### src/rtl/rxq_pkg.sv
// Shared types for the receive queue.
// Assumes: characters are 8 bits wide and carry three error flags.
package rxq_pkg;
    localparam int CHAR_W = 8;

    typedef struct packed {
        logic [CHAR_W-1:0] data;
        logic              brk;
        logic              par;
        logic              frm;
    } rx_char_t;
endpackage

### src/rtl/rxq_store.sv
// Circular buffer that holds received characters and keeps an occupancy count.
// Assumes: DEPTH is a power of two. The caller never pushes into a full buffer
// unless it pops in the same cycle, and never pops an empty one.
module rxq_store
    import rxq_pkg::*;
#(
    parameter int DEPTH = 8
) (
    input  logic                       clk,
    input  logic                       rst_n,
    input  logic                       clr,
    input  logic                       push,
    input  rx_char_t                   wdata,
    input  logic                       pop,
    output rx_char_t                   head,
    output logic [$clog2(DEPTH+1)-1:0] count
);
    localparam int AW = $clog2(DEPTH);
    localparam int CW = $clog2(DEPTH+1);

    rx_char_t        mem [DEPTH];
    logic [AW-1:0]   wr_ptr;
    logic [AW-1:0]   rd_ptr;

    // Write the incoming character at the tail slot.
    always_ff @(posedge clk) begin
        if (push) begin
            mem[wr_ptr] <= wdata;
        end
    end

    // Advance the pointers and the count on push and pop.
    always_ff @(posedge clk) begin
        if (!rst_n || clr) begin
            wr_ptr <= '0;
            rd_ptr <= '0;
            count  <= '0;
        end else begin
            wr_ptr <= wr_ptr + AW'(push);
            rd_ptr <= rd_ptr + AW'(pop);
            count  <= count + CW'(push) - CW'(pop);
        end
    end

    assign head = mem[rd_ptr];

    AST_NO_OVERFLOW: assert property (@(posedge clk) disable iff (!rst_n)
        (push && !pop) |-> (count != CW'(DEPTH)));
    AST_NO_UNDERFLOW: assert property (@(posedge clk) disable iff (!rst_n)
        pop |-> (count != '0));
endmodule

### src/rtl/rxq_park.sv
// Holding stage in front of the queue. It routes each arrival either into the
// queue or into the holding slot, moves a held character in once a slot frees,
// and reports an overrun when a held character is overwritten.
// Assumes: pop is already qualified (never high while the queue is empty).
module rxq_park
    import rxq_pkg::*;
#(
    parameter int DEPTH = 8
) (
    input  logic                       clk,
    input  logic                       rst_n,
    input  logic                       clr,
    input  logic                       arr_vld,
    input  rx_char_t                   arr_char,
    input  logic                       pop,
    input  logic [$clog2(DEPTH+1)-1:0] count,
    output logic                       push,
    output rx_char_t                   push_char,
    output logic                       ovr_evt,
    output logic                       park_vld
);
    localparam int CW = $clog2(DEPTH+1);

    rx_char_t park_q;
    logic     park_load;
    logic     room;

    // A slot is free once this cycle's pop has been applied.
    assign room = (count != CW'(DEPTH)) || pop;

    // Choose what enters the queue and what lands in the holding slot.
    always_comb begin
        push      = 1'b0;
        push_char = arr_char;
        ovr_evt   = 1'b0;
        park_load = 1'b0;
        if (park_vld) begin
            if (room) begin
                push      = 1'b1;
                push_char = park_q;
                park_load = arr_vld;
            end else begin
                park_load = arr_vld;
                ovr_evt   = arr_vld;
            end
        end else if (arr_vld) begin
            if (room) begin
                push = 1'b1;
            end else begin
                park_load = 1'b1;
            end
        end
    end

    // Track whether the holding slot is occupied.
    always_ff @(posedge clk) begin
        if (!rst_n || clr) begin
            park_vld <= 1'b0;
        end else if (park_load) begin
            park_vld <= 1'b1;
        end else if (push && park_vld) begin
            park_vld <= 1'b0;
        end
    end

    // Capture the character that is held.
    always_ff @(posedge clk) begin
        if (park_load) begin
            park_q <= arr_char;
        end
    end

    AST_PARK_ONLY_WHEN_FULL: assert property (@(posedge clk) disable iff (!rst_n)
        park_vld |-> (count == CW'(DEPTH)));
    AST_HELD_MOVES_ON_POP: assert property (@(posedge clk) disable iff (!rst_n)
        (park_vld && pop && !arr_vld && !clr) |=> !park_vld);
endmodule

### src/rtl/rxq_status.sv
// Status flags driven by queue events: ready, full and sticky overrun.
// Assumes: push and pop are the queue's actual write and read strobes, and
// count is the occupancy before this cycle's events.
module rxq_status #(
    parameter int DEPTH = 8
) (
    input  logic                       clk,
    input  logic                       rst_n,
    input  logic                       clr,
    input  logic                       push,
    input  logic                       pop,
    input  logic [$clog2(DEPTH+1)-1:0] count,
    input  logic                       ovr_evt,
    input  logic                       clr_err,
    output logic                       rx_ready,
    output logic                       fifo_full,
    output logic                       overrun
);
    localparam int CW = $clog2(DEPTH+1);

    logic [CW-1:0] after_cnt;

    // Occupancy after this cycle's pop and push.
    assign after_cnt = count + CW'(push) - CW'(pop);

    // Ready: set on any entry, cleared by the pop that leaves the queue empty.
    always_ff @(posedge clk) begin
        if (!rst_n || clr) begin
            rx_ready <= 1'b0;
        end else if (push) begin
            rx_ready <= 1'b1;
        end else if (pop && count == CW'(1)) begin
            rx_ready <= 1'b0;
        end
    end

    // Full: set when an entry takes the last slot, cleared by a pop with no refill.
    always_ff @(posedge clk) begin
        if (!rst_n || clr) begin
            fifo_full <= 1'b0;
        end else if (push && after_cnt == CW'(DEPTH)) begin
            fifo_full <= 1'b1;
        end else if (pop && !push) begin
            fifo_full <= 1'b0;
        end
    end

    // Overrun: sticky until cleared; a new event beats a clear in the same cycle.
    always_ff @(posedge clk) begin
        if (!rst_n || clr) begin
            overrun <= 1'b0;
        end else if (ovr_evt) begin
            overrun <= 1'b1;
        end else if (clr_err) begin
            overrun <= 1'b0;
        end
    end

    AST_OVR_SETS: assert property (@(posedge clk) disable iff (!rst_n)
        (ovr_evt && !clr) |=> overrun);
    AST_OVR_STICKY: assert property (@(posedge clk) disable iff (!rst_n)
        (overrun && !clr_err && !clr) |=> overrun);
endmodule

### src/rtl/uart_rx_fifo_status.sv
// Receive queue for one UART channel with a holding stage and status flags.
// Assumes: char_valid is a single-cycle strobe per character, and all inputs
// are synchronous to clk.
module uart_rx_fifo_status
    import rxq_pkg::*;
#(
    parameter bit DEEP_MODE = 1'b0
) (
    input  logic              clk,
    input  logic              rst_n,
    input  logic              rx_reset,
    input  logic              char_valid,
    input  logic [CHAR_W-1:0] char_data,
    input  logic              char_brk,
    input  logic              char_par,
    input  logic              char_frm,
    input  logic              rd_pop,
    input  logic              clr_err,
    output logic [CHAR_W-1:0] rd_data,
    output logic              rd_brk,
    output logic              rd_par,
    output logic              rd_frm,
    output logic              rx_ready,
    output logic              fifo_full,
    output logic              overrun
);
    localparam int DEPTH = DEEP_MODE ? 16 : 8;
    localparam int CW    = $clog2(DEPTH+1);

    rx_char_t      arr_char;
    rx_char_t      push_char;
    rx_char_t      head;
    logic [CW-1:0] count;
    logic          pop_ok;
    logic          push;
    logic          ovr_evt;
    logic          park_vld;

    assign arr_char = '{data: char_data, brk: char_brk, par: char_par, frm: char_frm};
    assign pop_ok   = rd_pop && (count != '0);

    rxq_store #(.DEPTH(DEPTH)) u_store (
        .clk   (clk),
        .rst_n (rst_n),
        .clr   (rx_reset),
        .push  (push),
        .wdata (push_char),
        .pop   (pop_ok),
        .head  (head),
        .count (count)
    );

    rxq_park #(.DEPTH(DEPTH)) u_park (
        .clk       (clk),
        .rst_n     (rst_n),
        .clr       (rx_reset),
        .arr_vld   (char_valid),
        .arr_char  (arr_char),
        .pop       (pop_ok),
        .count     (count),
        .push      (push),
        .push_char (push_char),
        .ovr_evt   (ovr_evt),
        .park_vld  (park_vld)
    );

    rxq_status #(.DEPTH(DEPTH)) u_status (
        .clk       (clk),
        .rst_n     (rst_n),
        .clr       (rx_reset),
        .push      (push),
        .pop       (pop_ok),
        .count     (count),
        .ovr_evt   (ovr_evt),
        .clr_err   (clr_err),
        .rx_ready  (rx_ready),
        .fifo_full (fifo_full),
        .overrun   (overrun)
    );

    assign rd_data = head.data;
    assign rd_brk  = head.brk;
    assign rd_par  = head.par;
    assign rd_frm  = head.frm;

    AST_READY_TRACKS_COUNT: assert property (@(posedge clk) disable iff (!rst_n)
        rx_ready == (count != '0));
    AST_FULL_TRACKS_COUNT: assert property (@(posedge clk) disable iff (!rst_n)
        fifo_full == (count == CW'(DEPTH)));
    AST_RESET_CLEARS: assert property (@(posedge clk)
        (!rst_n || rx_reset) |=> (!rx_ready && !fifo_full && !overrun && !park_vld));
endmodule

### config.mk
export PLATFORM = sky130hd
export DESIGN_NAME = uart_rx_fifo_status
export DESIGN_NICKNAME = d
export VERILOG_FILES = /design/src/rtl/rxq_pkg.sv /design/src/rtl/rxq_store.sv /design/src/rtl/rxq_park.sv /design/src/rtl/rxq_status.sv /design/src/rtl/uart_rx_fifo_status.sv
export SDC_FILE = /design/constraint.sdc
export NUM_CORES = 1
export LEC_CHECK = 0
export ABC_CLOCK_PERIOD_IN_PS = 6170
export BUFFER_PORTS_ARGS = -buffer_cell sky130_fd_sc_hd__buf_4
export CAP_MARGIN = 40
export CORE_MARGIN = 2
export CORE_UTILIZATION = 55
export CTS_CLUSTER_DIAMETER = 60
export DETAILED_ROUTE_END_ITERATION = 16
export PLACE_DENSITY = 0.8
export SYNTH_ARGS = -nofsm -noshare
export SYNTH_HDL_FRONTEND = slang
export SYNTH_SLANG_ARGS = --single-unit
### constraint.sdc
create_clock -name clk -period 6.17 [get_ports clk]
set_input_delay 0.617 -clock clk [delete_from_list [all_inputs] [get_ports clk]]
set_output_delay 0.617 -clock clk [all_outputs]
set_load 0.05 [all_outputs]
* After elaboration in Yosys (flattened, before gate mapping)
Memories as Yosys holds them, arrays and structs flattened. A register that Yosys moved wholly into a read port is not among the register bits. Cells that the tools add are included.
Word-level totals: register bits after elaboration 25, word-level logic and storage cells 54, memory bits (writable) 88, memories kept 1
Memory list:
- u_store.mem | depth 8, width 11, rd ports 1, clocked after memory_dff 1, wr ports 1, RTL line rxq_store.sv:21 | rx_char_t mem [DEPTH];
Cells by class: reductions and logical operators 14, equal/unequal tests 3, muxes and demuxes 21, $add $sub $neg 4
Operators by type and width (count):
- $mux W11 | 2
- $mux W1 | 18
- $reduce_bool A2 Y1 | 4
- $add A3 B1 Y3 | 2
- $logic_and A1 B1 Y1 | 5
- $add A4 B1 Y4 | 1
- $eq A4 B1 Y1 const B | 1
- $eq A4 B4 Y1 const B | 1
- $ne A4 B4 Y1 const B | 1
- $reduce_bool A4 Y1 | 1
- $sub A4 B1 Y4 | 1
- $mux W3 | 1
- $logic_not A1 Y1 | 2
- $logic_or A1 B1 Y1 | 2

* Depth between registers and ports, before layout
word-level depth 11, depth in mapped cells 14, gate-level depth less buffers 13

* By module
Synthesis repeated with hierarchy kept, for this count alone.
Unflattened totals: cells, all modules 255, area, all modules 4812.1 µm²
Modules (own cells, without submodules):
- rxq_store | times used 1, seq. area each 2842.7 µm², cells an instance 184, area each 3901.2 µm²
- rxq_park | times used 1, seq. area each 350.3 µm², cells an instance 37, area each 620.6 µm²
- rxq_status | times used 1, seq. area each 60.1 µm², cells an instance 33, area each 279.0 µm²
- uart_rx_fifo_status | times used 1, seq. area each 0.0 µm², cells an instance 1, area each 11.3 µm²

* Least setup slack after synthesis
No wires, ideal clock.
path kind reg2reg, start register u_store.count[2], end memory u_store.mem[4][0] in the netlist's numbering, enable pin, data arrival time 2.464 ns, slack 3.294 ns, stages on the path, launching flop included 8, setup time 0.412 ns, cells stage by stage dfxtp_1 -> inv_1 -> ha_1 -> nand2b_1 -> and3_4 -> or2_1 -> buf_6 -> nor4b_1
Between the ends: longest elaborated chain between the ends 8, elaborated cells on any way between the ends 9
Ends and longest elaborated chain:
- start: declaration | RTL line rxq_store.sv:16 | output logic [$clog2(DEPTH+1)-1:0] count
- start signal: assignment | RTL line rxq_store.sv:41 | count <= count + CW'(push) - CW'(pop);
- $reduce_bool A4 Y1 | RTL line uart_rx_fifo_status.sv:40 | assign pop_ok = rd_pop && (count != '0);
- $logic_and A1 B1 Y1 | RTL line uart_rx_fifo_status.sv:40
- $logic_or A1 B1 Y1 (*) | RTL line rxq_park.sv:29 | assign room = (count != CW'(DEPTH)) || pop;
- $mux W1 (*) | RTL line rxq_park.sv:38, rxq_park.sv:47
- $mux W1 | RTL line rxq_park.sv:46 | end else if (arr_vld) begin
- $mux W1 (*) | RTL line rxq_park.sv:37 | if (park_vld) begin
- $mux W1 (*) | RTL line rxq_store.sv:27 | if (push) begin
- $mux W1 (not written as such) (*) | RTL line rxq_store.sv:28 | mem[wr_ptr] <= wdata;
- end: declaration | RTL line rxq_store.sv:21
Mark *: on every way between the ends. The rest lies on a longest branch, timed or not.

==> impl_metrics.yaml <==
clock_network:
  clkTransAtPathRegs_ns: 0.05
  clockBufferDepth: 2
  holdBufCountCts: 0
  cts_tree: "yes"
  clockRootBuffer: "clkbuf_8"
  ctsResizeCount: 0
  htree_levels: 4
  cts_sinks: 113
  post_cts_buffers: 0
  worstSkewPairLatency_ns: 0.50
  cts_buffers: 17
die:
  start_util_pct: 56.5
  ios: 31
  rows: 33
  core-area_mm2: 0.00818
  die_h_um: 95.7
  die_area_mm2: 0.00915
  die_w_um: 95.7
sta:
  rsz0062_at_grt: "no"
  max_freq_mhz: 306
  period_minus_slack_ns: 3.27
  finalCritPeriodShare_pct: 52.9
  worst_pin_slew_ns: 0.750
  final-hold-violation-count: 0
  fin_skew_ns: 0.00469
  slew_headroom_pct: 50.0
  setup_viol: 0
  setup_slack_ns: 2.90
  drv_slew: 0
  setup-tns-final_ns: 0
setup_path:
  critical_path.max_stage_delay_ns: 0.69
  path_buf_inv: 2
  path_class: "reg -> out"
  crit_path_frequent_cell: "buf_4"
  worstPathRequired_ns: 5.55
  path_cells: "buf_4 > mux4_1 > mux2_2 > buf_4"
  worst_path_max_delay_cell: "dfxtp_1"
  critPathMaxFanout: 13
  end_kind: "output pin"
  critPathTopFamily: "multiplexers"
  startpoint_type: "flop"
  arrival_ns: 2.65
drt:
  via_per_inst: 5.71
  ant_nets: 0
  drt_iter0_markers: 206
  drcViolationCount: 0
  vias: 2295
  routed_wl_mm: 8.37
  wl_per_cell_um: 20.8
  drt_first_pass_iters: 4
cells_and_area:
  fin_util_pct: 69.3
  drive_gt1_share_pct: 33.7
  regArea_mm2: 0.00325
  nNetsFinal: 312
  area_delta_synth_final_pct: 22.5
  final_cells: 402
  multiInputGateArea_mm2: 0.00132
  num_antenna_cells: 0
  nFillCells: 528
logic_synthesis:
  synth_area_mm2: 0.00462
  ys_seq_area_share_pct: 70.4
  syn-num-nets: 262
  ys_types: 36
  synth-warning-count: 0
  synth_top_area_share_pct: 64.3
  ys_ff_latch: 113
  ys_top_cells_by_area: "edfxtp_1 64%, mux4_1 11%, dfxtp_1 6.1%"
  netlist_instances: 234
  syn_avg_cell_area_um2: 19.8
  yosysTopAreaCell: "edfxtp_1"
power_and_ir_drop:
  total_power_w: 0.00208
  vdd_ir_drop_max_mv: 0.212
  p_leak_nw: 1.98
  power_per_cell_area_mw_per_mm2: 367
global_route:
  grt_pass1_wl_mm: 13.0
  grt_overflow: 0
  gr-max-usage-layer: "met2"
  antenna_found_initial: 0
  grt_pass1_vias: 2376
  met3_usage_pct: 6.40
  grt_use_met1_pct: 26.1
  grtUsageMet2_pct: 33.9
  grt_max_degree: 17
  track_usage_pct: 20.7
placed_design:
  hpwl_mm: 5.15
  post-place-ws_ns: 3.27
  portBuffers: 30
  gp_congestion: 0.746
  dp.cells: 370
flow_run:
  max-cap-violations: 0
worst_hold_path:
  min_path_type: "in -> reg"
status:
  outcome: "finished clean"
final timing paths:
| path | slack, ns | cells after the start | start | to |
|---|---|---|---|---|
| max | 2.90 | 4 | u_store.rd_ptr[0] | rd_data[1] |
| min | 0.30 | 1 | char_data[7] | u_park.park_q[10] |
| max reg2reg | 3.30 | 13 | u_store.count[2] | u_status.fifo_full |
| min reg2reg | 0.48 | 2 | u_status.rx_ready | u_status.rx_ready |
sequential cells by signal (all words and copies together) (netlist names):
name and flops:
u_park.park_vld 1, u_store.count 4, u_status.rx_ready 1, u_store.wr_ptr 3, u_store.rd_ptr 3, u_status.fifo_full 1
u_park.park_q 11, u_store.mem 88, u_status.overrun 1
cell type report:
class / count / share of cell area, %
multi-input combinational: 104 / 23.3
clock buffer: 18 / 7.38
timing repair buffer: 40 / 5.57
inverter: 8 / 0.552
clock inverter: 14 / 3.43
tap: 105 / 2.32
sequential: 113 / 57.5
cell usage in the layout, fill, tap and decap left out, types with 5 or more instances in the layout:
cell | synthesis | routed
bufinv_16 | 0 | 5
mux4_1 | 20 | 20
buf_4 | 0 | 36
clkinv_2 | 1 | 6
ha_1 | 10 | 10
mux2_2 | 22 | 22
clkbuf_16 | 0 | 16
inv_1 | 7 | 7
dfxtp_1 | 14 | 14
nor2_1 | 9 | 9
and2_1 | 5 | 5
edfxtp_1 | 99 | 99
worst reg2reg max path: stages (launching register included):
cell and delay [ns]:
dfxtp_1 0.30, inv_1 0.07, ha_1 0.22, nand2b_1 0.14, and3_4 0.18, or2_1 0.39, ha_1 0.35, inv_1 0.06
ha_1 0.16, inv_1 0.05, fa_1 0.49, nor2b_1 0.13, nand4_1 0.11, o21ai_1 0.15
per-layer routing:
layer	share of wire, %	wire [µm]
met5	0	0
met4	1.4	121
met2	52	4380
met1	41	3430
met3	5.3	443
synthesized netlist by cell type:
master    number
nor3b_2        2
mux4_1        20
nor3_1         2
a21boi_0       1
xor2_1         1
and2_1         5
or2_1          1
nor4b_1        1
ha_1          10
xnor2_1        3
clkbuf_1       2
buf_1          3
edfxtp_1      99
o21ai_0        1
nor4_1         1
buf_2          1
nand4_1        2
o21ai_1        1
fa_1           1
a21o_1         2
dfxtp_1       14
inv_1          7
and3_4         1
nor2b_1        2
nand2_4        1
nor2_1         9
mux4_2         2
nor4b_2        1
buf_6          3
a21oi_1        3
nand2b_1       3
clkinv_2       1
nand2_1        4
o21a_1         1
mux2_2        22
a32oi_1        1
where the power goes:
| group | internal (W) | switching (W) | leakage (nW) | total (W) |
|---|---|---|---|---|
| combinational | 0.0000832 | 0.000120 | 0.669 | 0.000203 |
| clock | 0.000687 | 0.000315 | 0.301 | 0.00100 |
| sequential | 0.000860 | 0.0000127 | 1.01 | 0.000872 |
cells by family (layout without fill, tap and decap cells):
kind of cell,Yosys count,after routing,share of synthesized area (%)
compound gates,10,10,1.38
simple gates,35,35,4.71
mux,44,44,17.7
buf+inv,17,80,1.92
xor+xnor,4,4,0.758
flops,113,113,70.4
fa+ha+maj,11,11,3.14
per-stage QoR:
| stage | instance area (µm²) | hold WS, ns |
|---|---|---|
| 4_1_cts | 5660 | 0.273 |
| 3_3_place_gp | 4990 | 0.465 |
| 5_1_grt | 5660 | 0.268 |
| 2_1_floorplan | 4620 | 0.489 |
| 3_5_place_dp | 5050 | 0.472 |
| 6_report | 5660 | 0.297 |
Power figures use the tool's default switching activity.
